**src/rtl/smw_pkg.sv**
```systemverilog
package smw_pkg;
    localparam int ADDR_W     = 32;
    localparam int WORD_W     = 32;
    localparam int BUS_W      = 2 * WORD_W;
    localparam int LINE_BYTES = 32;
    localparam int MAX_WORDS  = 3;
    localparam int CNT_W      = 2;
    localparam int LEN_W      = 8;
    localparam int OFF_W      = $clog2(LINE_BYTES);
    localparam int WIDX_W     = OFF_W - 2;
    localparam int LINE_WORDS = LINE_BYTES / 4;
    localparam int STRB_W     = BUS_W / 8;
    localparam int LANE_W     = WORD_W / 8;
    localparam int DATA_W     = MAX_WORDS * WORD_W;

    localparam logic [1:0] BURST_INCR = 2'b01;
    localparam logic [2:0] SIZE_32    = 3'd2;
    localparam logic [2:0] SIZE_64    = 3'd3;

    // One transaction: start address, words carried, first request word used
    typedef struct packed {
        logic [ADDR_W-1:0] addr;
        logic [CNT_W-1:0]  words;
        logic [CNT_W-1:0]  base;
    } seg_t;

    typedef enum logic [1:0] {ST_IDLE, ST_SEG, ST_RESP} state_t;

    function automatic logic seg_is_wide(seg_t s);
        return (s.words == CNT_W'(2)) && !s.addr[2];
    endfunction

    function automatic logic [LEN_W-1:0] seg_len(seg_t s);
        return seg_is_wide(s) ? '0 : (LEN_W'(s.words) - LEN_W'(1));
    endfunction

    function automatic logic [STRB_W-1:0] lane_strb(logic upper);
        return upper ? {{LANE_W{1'b1}}, {LANE_W{1'b0}}}
                     : {{LANE_W{1'b0}}, {LANE_W{1'b1}}};
    endfunction
endpackage

```
**src/rtl/smw_splitter.sv**
```systemverilog
module smw_splitter
    import smw_pkg::*;
(
    input  logic [ADDR_W-1:0] addr,
    input  logic [CNT_W-1:0]  count,
    output seg_t              seg0,
    output seg_t              seg1,
    output logic              two_segs
);
    localparam int RW = WIDX_W + 1;

    logic [WIDX_W-1:0] widx;
    logic [RW-1:0]     room;
    logic [RW-1:0]     need;
    logic [CNT_W-1:0]  first_n;

    always_comb begin
        widx    = addr[OFF_W-1:2];
        room    = RW'(LINE_WORDS) - RW'(widx);
        need    = RW'(count);
        first_n = (need > room) ? CNT_W'(room) : count;

        seg0.addr  = addr;
        seg0.words = first_n;
        seg0.base  = '0;

        seg1.addr  = {addr[ADDR_W-1:OFF_W], {OFF_W{1'b0}}};
        seg1.words = count - first_n;
        seg1.base  = first_n;

        two_segs   = count > first_n;
    end
endmodule

```
**src/rtl/smw_beat_mux.sv**
```systemverilog
module smw_beat_mux
    import smw_pkg::*;
(
    input  seg_t              seg,
    input  logic [CNT_W-1:0]  beat,
    input  logic [DATA_W-1:0] data,
    output logic [ADDR_W-1:0] awaddr,
    output logic [2:0]        awsize,
    output logic [LEN_W-1:0]  awlen,
    output logic [BUS_W-1:0]  wdata,
    output logic [STRB_W-1:0] wstrb,
    output logic              wlast
);
    localparam int SLOTS = 1 << CNT_W;

    logic [WORD_W-1:0] words [SLOTS];

    generate
        for (genvar i = 0; i < SLOTS; i++) begin : g_slot
            if (i < MAX_WORDS) begin : g_used
                assign words[i] = data[i*WORD_W +: WORD_W];
            end else begin : g_pad
                assign words[i] = '0;
            end
        end
    endgenerate

    logic             wide;
    logic [CNT_W-1:0] idx;
    logic             upper;

    always_comb begin
        wide   = seg_is_wide(seg);
        awaddr = seg.addr;
        awsize = wide ? SIZE_64 : SIZE_32;
        awlen  = seg_len(seg);
        idx    = seg.base + beat;
        upper  = seg.addr[2] ^ beat[0];
        if (wide) begin
            wdata = {words[idx + CNT_W'(1)], words[idx]};
            wstrb = '1;
        end else begin
            wdata = upper ? {words[idx], {WORD_W{1'b0}}}
                          : {{WORD_W{1'b0}}, words[idx]};
            wstrb = lane_strb(upper);
        end
        wlast = LEN_W'(beat) == awlen;
    end
endmodule

```
**src/rtl/smw_ctrl.sv**
```systemverilog
module smw_ctrl
    import smw_pkg::*;
(
    input  logic              clk,
    input  logic              rst,
    input  logic              req_valid,
    input  logic [DATA_W-1:0] req_data,
    input  seg_t              seg0_in,
    input  seg_t              seg1_in,
    input  logic              two_in,
    input  logic              wlast,
    input  logic              awready,
    input  logic              wready,
    input  logic              bvalid,
    output logic              req_ready,
    output logic              req_done,
    output logic              awvalid,
    output logic              wvalid,
    output logic              bready,
    output seg_t              cur_seg,
    output logic [CNT_W-1:0]  beat,
    output logic [DATA_W-1:0] data_q
);
    state_t     st;
    seg_t       seg0_q, seg1_q;
    logic       two_q, sel;
    logic       aw_pend, w_pend;
    logic [1:0] bcnt;
    logic [1:0] bcnt_nx;
    logic [1:0] nseg;
    logic       aw_hs, w_hs, b_hs, aw_fin, w_fin;

    always_comb begin
        req_ready = st == ST_IDLE;
        awvalid   = (st == ST_SEG) && aw_pend;
        wvalid    = (st == ST_SEG) && w_pend;
        bready    = st != ST_IDLE;
        cur_seg   = sel ? seg1_q : seg0_q;
        aw_hs     = awvalid && awready;
        w_hs      = wvalid && wready;
        b_hs      = bvalid && bready;
        aw_fin    = !aw_pend || aw_hs;
        w_fin     = !w_pend || (w_hs && wlast);
        nseg      = two_q ? 2'd2 : 2'd1;
        bcnt_nx   = bcnt + {1'b0, b_hs};
    end

    always_ff @(posedge clk) begin
        if (rst) begin
            st       <= ST_IDLE;
            seg0_q   <= '0;
            seg1_q   <= '0;
            two_q    <= 1'b0;
            sel      <= 1'b0;
            aw_pend  <= 1'b0;
            w_pend   <= 1'b0;
            beat     <= '0;
            bcnt     <= '0;
            data_q   <= '0;
            req_done <= 1'b0;
        end else begin
            req_done <= 1'b0;
            bcnt     <= bcnt_nx;
            case (st)
                ST_IDLE: begin
                    if (req_valid) begin
                        seg0_q  <= seg0_in;
                        seg1_q  <= seg1_in;
                        two_q   <= two_in;
                        data_q  <= req_data;
                        sel     <= 1'b0;
                        aw_pend <= 1'b1;
                        w_pend  <= 1'b1;
                        beat    <= '0;
                        bcnt    <= '0;
                        st      <= ST_SEG;
                    end
                end
                ST_SEG: begin
                    if (aw_hs) aw_pend <= 1'b0;
                    if (w_hs) begin
                        if (wlast) w_pend <= 1'b0;
                        else       beat   <= beat + CNT_W'(1);
                    end
                    if (aw_fin && w_fin) begin
                        if (!sel && two_q) begin
                            sel     <= 1'b1;
                            aw_pend <= 1'b1;
                            w_pend  <= 1'b1;
                            beat    <= '0;
                        end else begin
                            st <= ST_RESP;
                        end
                    end
                end
                ST_RESP: begin
                    if (bcnt_nx == nseg) begin
                        req_done <= 1'b1;
                        st       <= ST_IDLE;
                    end
                end
                default: st <= ST_IDLE;
            endcase
        end
    end
endmodule

```
**src/rtl/smw_burst_gen.sv**
```systemverilog
module smw_burst_gen
    import smw_pkg::*;
(
    input  logic              clk,
    input  logic              rst,
    input  logic              req_valid,
    output logic              req_ready,
    input  logic [ADDR_W-1:0] req_addr,
    input  logic [CNT_W-1:0]  req_count,
    input  logic [DATA_W-1:0] req_data,
    output logic              req_done,
    output logic              awvalid,
    input  logic              awready,
    output logic [ADDR_W-1:0] awaddr,
    output logic [1:0]        awburst,
    output logic [2:0]        awsize,
    output logic [LEN_W-1:0]  awlen,
    output logic              wvalid,
    input  logic              wready,
    output logic [BUS_W-1:0]  wdata,
    output logic [STRB_W-1:0] wstrb,
    output logic              wlast,
    input  logic              bvalid,
    output logic              bready
);
    seg_t              seg0, seg1, cur_seg;
    logic              two_segs;
    logic [CNT_W-1:0]  beat;
    logic [DATA_W-1:0] data_q;

    assign awburst = BURST_INCR;

    smw_splitter u_split (
        .addr     (req_addr),
        .count    (req_count),
        .seg0     (seg0),
        .seg1     (seg1),
        .two_segs (two_segs)
    );

    smw_ctrl u_ctrl (
        .clk       (clk),
        .rst       (rst),
        .req_valid (req_valid),
        .req_data  (req_data),
        .seg0_in   (seg0),
        .seg1_in   (seg1),
        .two_in    (two_segs),
        .wlast     (wlast),
        .awready   (awready),
        .wready    (wready),
        .bvalid    (bvalid),
        .req_ready (req_ready),
        .req_done  (req_done),
        .awvalid   (awvalid),
        .wvalid    (wvalid),
        .bready    (bready),
        .cur_seg   (cur_seg),
        .beat      (beat),
        .data_q    (data_q)
    );

    smw_beat_mux u_mux (
        .seg    (cur_seg),
        .beat   (beat),
        .data   (data_q),
        .awaddr (awaddr),
        .awsize (awsize),
        .awlen  (awlen),
        .wdata  (wdata),
        .wstrb  (wstrb),
        .wlast  (wlast)
    );
endmodule

```
**config.mk**
```make
export PLATFORM = sky130hd
export DESIGN_NAME = smw_burst_gen
export DESIGN_NICKNAME = d
export VERILOG_FILES = /design/src/rtl/smw_pkg.sv /design/src/rtl/smw_splitter.sv /design/src/rtl/smw_beat_mux.sv /design/src/rtl/smw_ctrl.sv /design/src/rtl/smw_burst_gen.sv
export SDC_FILE = /design/constraint.sdc
export NUM_CORES = 1
export LEC_CHECK = 0
export BUFFER_PORTS_ARGS = -buffer_cell sky130_fd_sc_hd__buf_4
export CAP_MARGIN = 10
export CORE_UTILIZATION = 47
export CTS_BUF_LIST = sky130_fd_sc_hd__clkbuf_8
export DETAILED_ROUTE_END_ITERATION = 6
export PLACE_DENSITY = 0.75
export SLEW_MARGIN = 20
export SYNTH_ARGS = -nofsm -noshare
export SYNTH_HDL_FRONTEND = slang
export SYNTH_HIERARCHICAL = 1
export SYNTH_SLANG_ARGS = --single-unit
```
**constraint.sdc**
```tcl
create_clock -name clk -period 5.3 [get_ports clk]
set_input_delay 0.53 -clock clk [delete_from_list [all_inputs] [get_ports clk]]
set_output_delay 0.53 -clock clk [all_outputs]
set_load 0.05 [all_outputs]
```
; ---- Yosys cells after proc, flatten, opt, wreduce, memory -nomap -nowiden
; Cells that the tools add are included.
[word_totals]
word_cells = 104
inputBits = 136
latch_bits = 0
register_bits = 170
n_memories = 0
output_inout_bits = 123
mem_bits_ro = 0
ram_bits = 0
[classes]
div = 0
n_eq_ne = 10
add_sub_neg = 7
mul = 0
n_lt_le_gt_ge = 4
mux = 43
shift = 0
n_bitwise = 4
reduce_logical = 23
[op_table]
columns = cell, n
row1 = 32-bit binary-select mux with 2-bit select, 2
row2 = 32-bit two-way mux, 4
row3 = 64-bit two-way mux, 2
row4 = 36-bit two-way mux, 1
row5 = 2-bit two-way mux, 13
row6 = 8-bit two-way mux, 3
row7 = 1-bit two-way mux, 13
row8 = 1-bit logical AND, 9
row9 = 2-bit by 8-bit equality test with 1-bit output, 1
row10 = "2-bit inequality test, second input constant", 4
row11 = 4-bit AND reduction, 2
row12 = "3-bit >= comparator, second input constant", 2
row13 = 2-bit inverter with 3-bit output, 2
row14 = 1-bit one-hot mux with 2 select lines, 3
row15 = 2-bit one-hot mux with 3 select lines, 1
row16 = "2-bit by 1-bit adder with 2-bit output, second input constant", 2
row17 = "2-bit equality test, second input constant", 2
row18 = 2-bit by 4-bit > comparator with 1-bit output, 1
row19 = 1-bit zero test, 4
row20 = 2-bit one-hot mux with 2 select lines, 1
row21 = 2-bit AND reduction, 2
row22 = 2-bit nonzero test, 2
row23 = "4-bit by 3-bit subtractor with 4-bit output, first input constant", 1
row24 = "2-bit by 1-bit subtractor with 3-bit output, second input constant", 1
row25 = other kinds (12), 13

; ---- Logic depth before layout (Yosys ltp)
; Gate-level depths: netlist of run 1.
[depth]
word_depth = 10
depth_mapped = 12
depth_no_buf = 11

; ---- Hierarchy
; Netlist of run 1, hierarchy kept.
[by_module_without_submodules]
columns = mod, instances, area_each_um2, seq_area_each_um2, cells_each
row1 = smw_ctrl, 1, 6846.6, 3583.4, 836
row2 = smw_beat_mux, 1, 2248.4, 0.0, 357
row3 = smw_splitter, 1, 696.9, 0.0, 93
row4 = smw_burst_gen, 1, 22.5, 0.0, 4

; ---- Least setup slack after synthesis of run 1
; OpenSTA, ideal clock, no wires.
[synth_path]
path_type = register to register
startpoint = register u_ctrl.sel
endpoint = register u_ctrl.beat[1]
path_stages_with_launch = 12
required_ns = 5.170
arrival_time_ns = 4.523
slack_ns = 0.647
setup_time_ns = 0.130
period_less_slack_ns = 4.653
path_buffers = 2
path_cell_list = dfxtp_1 -> clkbuf_1 -> buf_2 -> mux2_2 -> ha_1 -> nor2b_1 -> nor2_1 -> xor2_1 -> nor3_1 -> a21boi_0 -> and4b_1 -> a211oi_1
[synth_rtl]
columns = item, line_no
row1 = start: declaration, smw_ctrl.sv:26  ; logic two_q, sel;
row2 = start signal: assignment, smw_ctrl.sv:54  ; sel <= 1'b0;
row3 = start signal: assignment, smw_ctrl.sv:71  ; sel <= 1'b0;
row4 = start signal: assignment, smw_ctrl.sv:87  ; sel <= 1'b1;
row5 = end signal: assignment, smw_ctrl.sv:83  ; else beat <= beat + CNT_W'(1);
row6 = end: declaration, smw_ctrl.sv:21  ; output logic [CNT_W-1:0] beat,

==> flow_summary.ini, run 1 <==
[timing]
final_hold_viol_count = 0
finalSetupViolations = 0
tns_ns = 0
clock.fmax_mhz = 227
fin_crit_sh_pct = 83.3
setup_ws_ns = 0.886
drv_slew = 0
skew_ns = 0.0130
tightest_slew_ns = 1.04
fin_crit_ns = 4.41
slew_headroom_pct = 31.0
rsz0062_at_grt = false

[route]
vias = 8655
wirelength_mm = 25.6
ant_nets = 0
first_pass_iters = 7
wire_per_inst_um = 15.5
drc = 0
via_per_inst = 5.23
drt-initial-drc-count = 562

[placement]
post-place-ws_ns = 1.36
place_area_mm2 = 0.0108
gp_congestion = 0.874
dp_cells = 1622
portBuffers = 254
hpwl_mm = 17.3

[synth]
ys_seq_elements = 179
synth_edf_count = 0
yosysMostFrequentCell = nand2_1
ys_seq_area_share_pct = 36.5
avgSynthCellArea_um2 = 7.61
syn-cell-area_mm2 = 0.00981
ys_types = 50
yosys_warnings = 6
yosysTopAreaCell = dfxtp_1
async_flop_share_pct = 0
ys.flop_type = dfxtp_1
synth.top_cell.area_share_pct = 36.5
netlist_instances = 1290
ys_top_cells_by_count = 405 x nand2_1, 204 x a21oi_1, 179 x dfxtp_1
synth_area_leaders = dfxtp_1 37%, nand2_1 15%, a21oi_1 10%, buf_4 9.7%, mux2_2 4.1%

[floorplanning]
initial_core_util_pct = 48.2
fp.coreArea_mm2 = 0.0204
num_rows = 52
io_pins = 259
die_w_um = 147
die_h_um = 147
dieArea_mm2 = 0.0215

[final_layout]
nFillCells = 2012
finalNetCount = 1516
n_antenna_cell = 0
stdcell_count = 1654
design_area_mm2 = 0.0112
syn_to_final_growth_pct = 14.2
drive_gt1_share_pct = 24.9

[run_status]
outcome = complete, no violations

[worst_hold_path]
hold_path.class = input port to register

[clocking]
root_buffer = clkbuf_8
htreeDepth = 4
cts_tree = built
cts_sinks = 179
clockBufferDepth = 2
post_cts_buffers = 0
clk_latency_ns = 0.47
ctsHoldBuffers = 0
numCtsBuffers = 17
clkTransAtPathRegs_ns = 0.11
cts.repair.resized = 0

[worst_setup_path]
slowest_delay_ns = 0.98
setup.worst_path.start_class = register
endpoint_kind = output pin
crit_fanout = 50
required_ns = 4.77
path_cells = mux2_2 -> xor3_4 -> buf_4 -> mux2i_1 -> o21ai_1 -> a221o_1 -> buf_4
critPathKind = register to output pin
cp_common_cell = buf_4
slowest_stage = xor3_4
arrival_ns = 3.88

[grt]
grt_pass1_vias = 7867
grt_max_degree = 87
grt_pass1_wl_mm = 40.0
grt_usage_pct = 23.3
antenna_found_initial = 0
grt-ovfl-total = 0

[power]
power.leakage_nw = 4.63
vdd_drop_max_mv = 0.200
p_per_area_mw_per_mm2 = 333

[run]
cap_violations = 0
==> registers in the layout, summed over array words and instances, names as in the netlist <==
name	flops
u_ctrl/aw_pend	1
u_ctrl/bcnt	2
u_ctrl/st	2
u_ctrl/beat	2
u_ctrl/w_pend	1
u_ctrl/data_q	96
u_ctrl/seg1_q	36
u_ctrl/req_done	1
u_ctrl/seg0_q	36
u_ctrl/two_q	1
u_ctrl/sel	1
==> final cells by class <==
cell class              instances  area [um^2]  share of cell area (%)
clock buffers                  18          248                    2.21
flip-flops and latches        179         3580                    32.0
inverters                      15         56.3                   0.503
clock inverters                14          168                    1.50
well taps                     270          338                    3.02
repair buffers                267         2000                    17.9
multi-input cells             891         4810                    42.9
==> report_power, final <==
part | switching [mW] | internal (mW) | total [mW]
Clock | 0.555 | 0.411 | 0.966
Sequential | 0.0930 | 1.47 | 1.56
Combinational | 0.804 | 0.395 | 1.20
==> worst paths after layout <==
kind              depth (start not counted)  slack (ns)         startpoint                end
setup reg to reg                         10        1.95         u_ctrl/sel         u_ctrl/sel
hold reg to reg                           2        0.46  u_ctrl/seg1_q[33]  u_ctrl/seg1_q[33]
setup / recovery                          7        0.89         u_ctrl/sel          wdata[32]
hold / removal                            3        0.29       req_data[11]  u_ctrl/data_q[11]
==> metal layers <==
metal / global-route usage, % / vias up / share of wire [%]
li1: - / 4326 / -
met1: 29.1 / 3921 / 42
met2: 37.4 / 352 / 46
met3: 6.00 / 56 / 8.3
met4: 11.1 / 0 / 3.6
met5: 0 / - / 0
==> per-stage QoR <==
step	hold slack (ns)	util [%]	total power, mW
4_1_cts	0.257	55.0	3.76
5_1_grt	0.263	55.0	3.92
6_report	0.289	55.0	3.73
3_5_place_dp	0.443	53.0	2.79
3_3_place_gp	0.439	53.0	2.77
2_1_floorplan	0.433	-	2.55
==> layout by cell type, fill, tap and decap left out, types with 2 or more instances in the layout <==
cell	instances
o21ai_1	25
mux2i_1	33
o21ai_0	11
or3_1	2
nor3_1	2
inv_1	15
nor2_1	6
clkbuf_8	18
nand2_1	405
a221o_1	32
o21a_1	3
buf_4	267
xnor2_1	2
ha_1	7
conb_1	11
and2_1	34
a21boi_0	3
nand3_1	32
a21oi_1	204
a211oi_1	3
inv_6	3
nand2b_1	6
mux2_2	36
nor2b_1	7
dfxtp_1	179
o21bai_1	2
inv_8	4
clkinv_4	3
clkinv_8	2
==> logic make-up after synthesis <==
kind of cell	share of synthesized area [%]
xor+xnor	0.739
buf+inv	15.0
simple gates	21.6
mux	7.60
flops	36.5
fa+ha+maj	1.22
other cells	0.191
compound gates	17.1
==> worst max-delay path: cells and delay by family (launching register included) <==
kind            cells  cell delay (ns)
xor+xnor            1             0.98
flops               1             0.76
mux                 2             0.64
buf+inv             2             0.57
compound gates      2             0.44
Power figures use the tool's default switching activity.
==> run 2: changes to the inputs <==
--- a/config.mk
+++ b/config.mk
@@ -10,7 +10,7 @@
 export CORE_UTILIZATION = 47
 export CTS_BUF_LIST = sky130_fd_sc_hd__clkbuf_8
 export DETAILED_ROUTE_END_ITERATION = 6
-export PLACE_DENSITY = 0.75
+export PLACE_DENSITY = 0.78
 export SLEW_MARGIN = 20
 export SYNTH_ARGS = -nofsm -noshare
 export SYNTH_HDL_FRONTEND = slang
==> constraint.sdc (replaced) <==
create_clock -name clk -period 4 [get_ports clk]
set_input_delay 0.4 -clock clk [delete_from_list [all_inputs] [get_ports clk]]
set_output_delay 0.4 -clock clk [all_outputs]
set_load 0.05 [all_outputs]
==> run 2 against run 1 <==
Net effect:
- count of clock-buffer cells in the layout did not move
- core utilization rose by 0.39 points
- via count rose by 0.75%
- critical endpoint is now wdata[0]
- largest power group unchanged
==> flow_summary.ini, run 2 (synthesis results as in run 1) <==
[run_status]
outcome = complete, no violations

[final_layout]
syn_to_final_growth_pct = 15.0
largestRegisters = u_ctrl/data_q x96, u_ctrl/seg0_q x36, u_ctrl/seg1_q x36
drive_gt1_share_pct = 24.9
design_area_mm2 = 0.0113
largest_register_ffs = 96
layout_commonest_cell = nand2_1
final_cell_mix = 405 x nand2_1, 261 x buf_4, 204 x a21oi_1, 179 x dfxtp_1, 36 x mux2_2
regMostFlops = u_ctrl/data_q
finalNetCount = 1517
nFillCells = 1896

[floorplanning]
fp.coreArea_mm2 = 0.0204
dieArea_mm2 = 0.0215
die_h_um = 147
die_w_um = 147
initial_core_util_pct = 48.2
num_rows = 52
io_pins = 259

[worst_setup_path]
path_buf_inv = 4
slowest_stage = mux2i_4
critPathKind = register to output pin
setup.worst_path.start_class = register
path_cells = mux2_2 -> ha_1 -> nand2b_1 -> mux2i_4 -> buf_16 -> inv_1 -> buf_4 -> and2_1 -> buf_4
slowest_delay_ns = 0.56
crit_fanout = 36
arrival_ns = 3.18
cp_common_cell = buf_4
required_ns = 3.60
crit_family = multiplexers
endpoint_kind = output pin

[timing]
tightest_slew_ns = 0.921
clock.fmax_mhz = 279
fin_crit_ns = 3.58
drv_slew = 0
tns_ns = 0
fin_crit_sh_pct = 89.5
finalSetupViolations = 0
skew_ns = 0.00899
rsz0062_at_grt = false
final_hold_viol_count = 0
slew_headroom_pct = 38.6

[clocking]
cts.repair.resized = 0
cts_tree = built
clk_latency_ns = 0.45
numCtsBuffers = 17
htreeDepth = 4
clkTransAtPathRegs_ns = 0.10
ctsHoldBuffers = 0
root_buffer = clkbuf_8
clockBufferDepth = 2
cts_sinks = 179
post_cts_buffers = 0

[grt]
antenna_found_initial = 1
grt_max_degree = 135
grt_pass1_vias = 8115
grt_pass1_wl_mm = 40.6
grt_usage_pct = 23.3
grt-ovfl-total = 0

[route]
drt-initial-drc-count = 625
wirelength_mm = 25.5
first_pass_iters = 5
ant_nets = 0
vias = 8720
via_per_inst = 5.27
wire_per_inst_um = 15.4
drc = 0

[power]
p_per_area_mw_per_mm2 = 431
vdd_drop_max_mv = 0.232
power.leakage_nw = 4.66

[placement]
portBuffers = 254
place_area_mm2 = 0.0109
gp_congestion = 0.847
hpwl_mm = 16.9

[run]
cap_violations = 0

[worst_hold_path]
hold_path.class = input port to register
## run 2: where the power goes
part | total, mW | internal, mW | leakage [nW] | switching, mW
sequential | 2.07 | 1.95 | 1.47 | 0.119
clock | 1.17 | 0.468 | 0.190 | 0.706
combinational | 1.63 | 0.547 | 3.00 | 1.08
## run 2: cell type report
cell class,instances,area (um^2),share of cell area [%]
multi-input cells,891,4820,42.7
flip-flops and latches,179,3580,31.8
repair buffers,268,2110,18.7
well taps,270,338,2.99
clock buffers,18,248,2.20
clock inverters,14,131,1.16
inverters,15,56.3,0.499
diodes,1,2.50,0.0222
## run 2: final timing paths
path	slack (ns)	startpoint	to	cells past startpoint
setup / recovery	0.42	u_ctrl/sel	wdata[0]	9
hold / removal	0.18	req_data[12]	u_ctrl/data_q[12]	3
hold reg to reg	0.46	u_ctrl/seg1_q[14]	u_ctrl/seg1_q[14]	2
setup reg to reg	1.01	u_ctrl/sel	u_ctrl/beat[0]	10
## run 2: worst min-delay path, delay by kind of cell
| kind | cells | cell delay, ns |
|---|---|---|
| and+or+nand+nor | 1 | 0.04 |
| AOI/OAI and AO/OA | 1 | 0.05 |
| buffers and inverters | 1 | 0.11 |
## run 2: per-layer routing
metal	wire [um]	track usage, %	part of all wire (%)	vias up
li1	-	-	-	4336
met1	10700	29.3	42	4057
met2	12400	38.8	48	293
met3	1750	5.19	6.9	34
met4	646	9.11	2.5	0
met5	0	0	0	-
## run 2: stage by stage
| step | setup WS, ns | hold WS, ns | utilization [%] | instances | power [mW] |
|---|---|---|---|---|---|
| after floorplan | 0.159 | 0.433 | - | 1296 | 3.39 |
| after global placement | 0.737 | 0.438 | 53.4 | 1622 | 3.70 |
| after detailed placement | 0.695 | 0.443 | 53.4 | 1622 | 3.73 |
| after CTS | 0.174 | 0.149 | 55.3 | 1654 | 4.90 |
| after global routing | 0.236 | 0.151 | 55.4 | 1656 | 5.12 |
| final | 0.419 | 0.183 | 55.4 | 1656 | 4.87 |
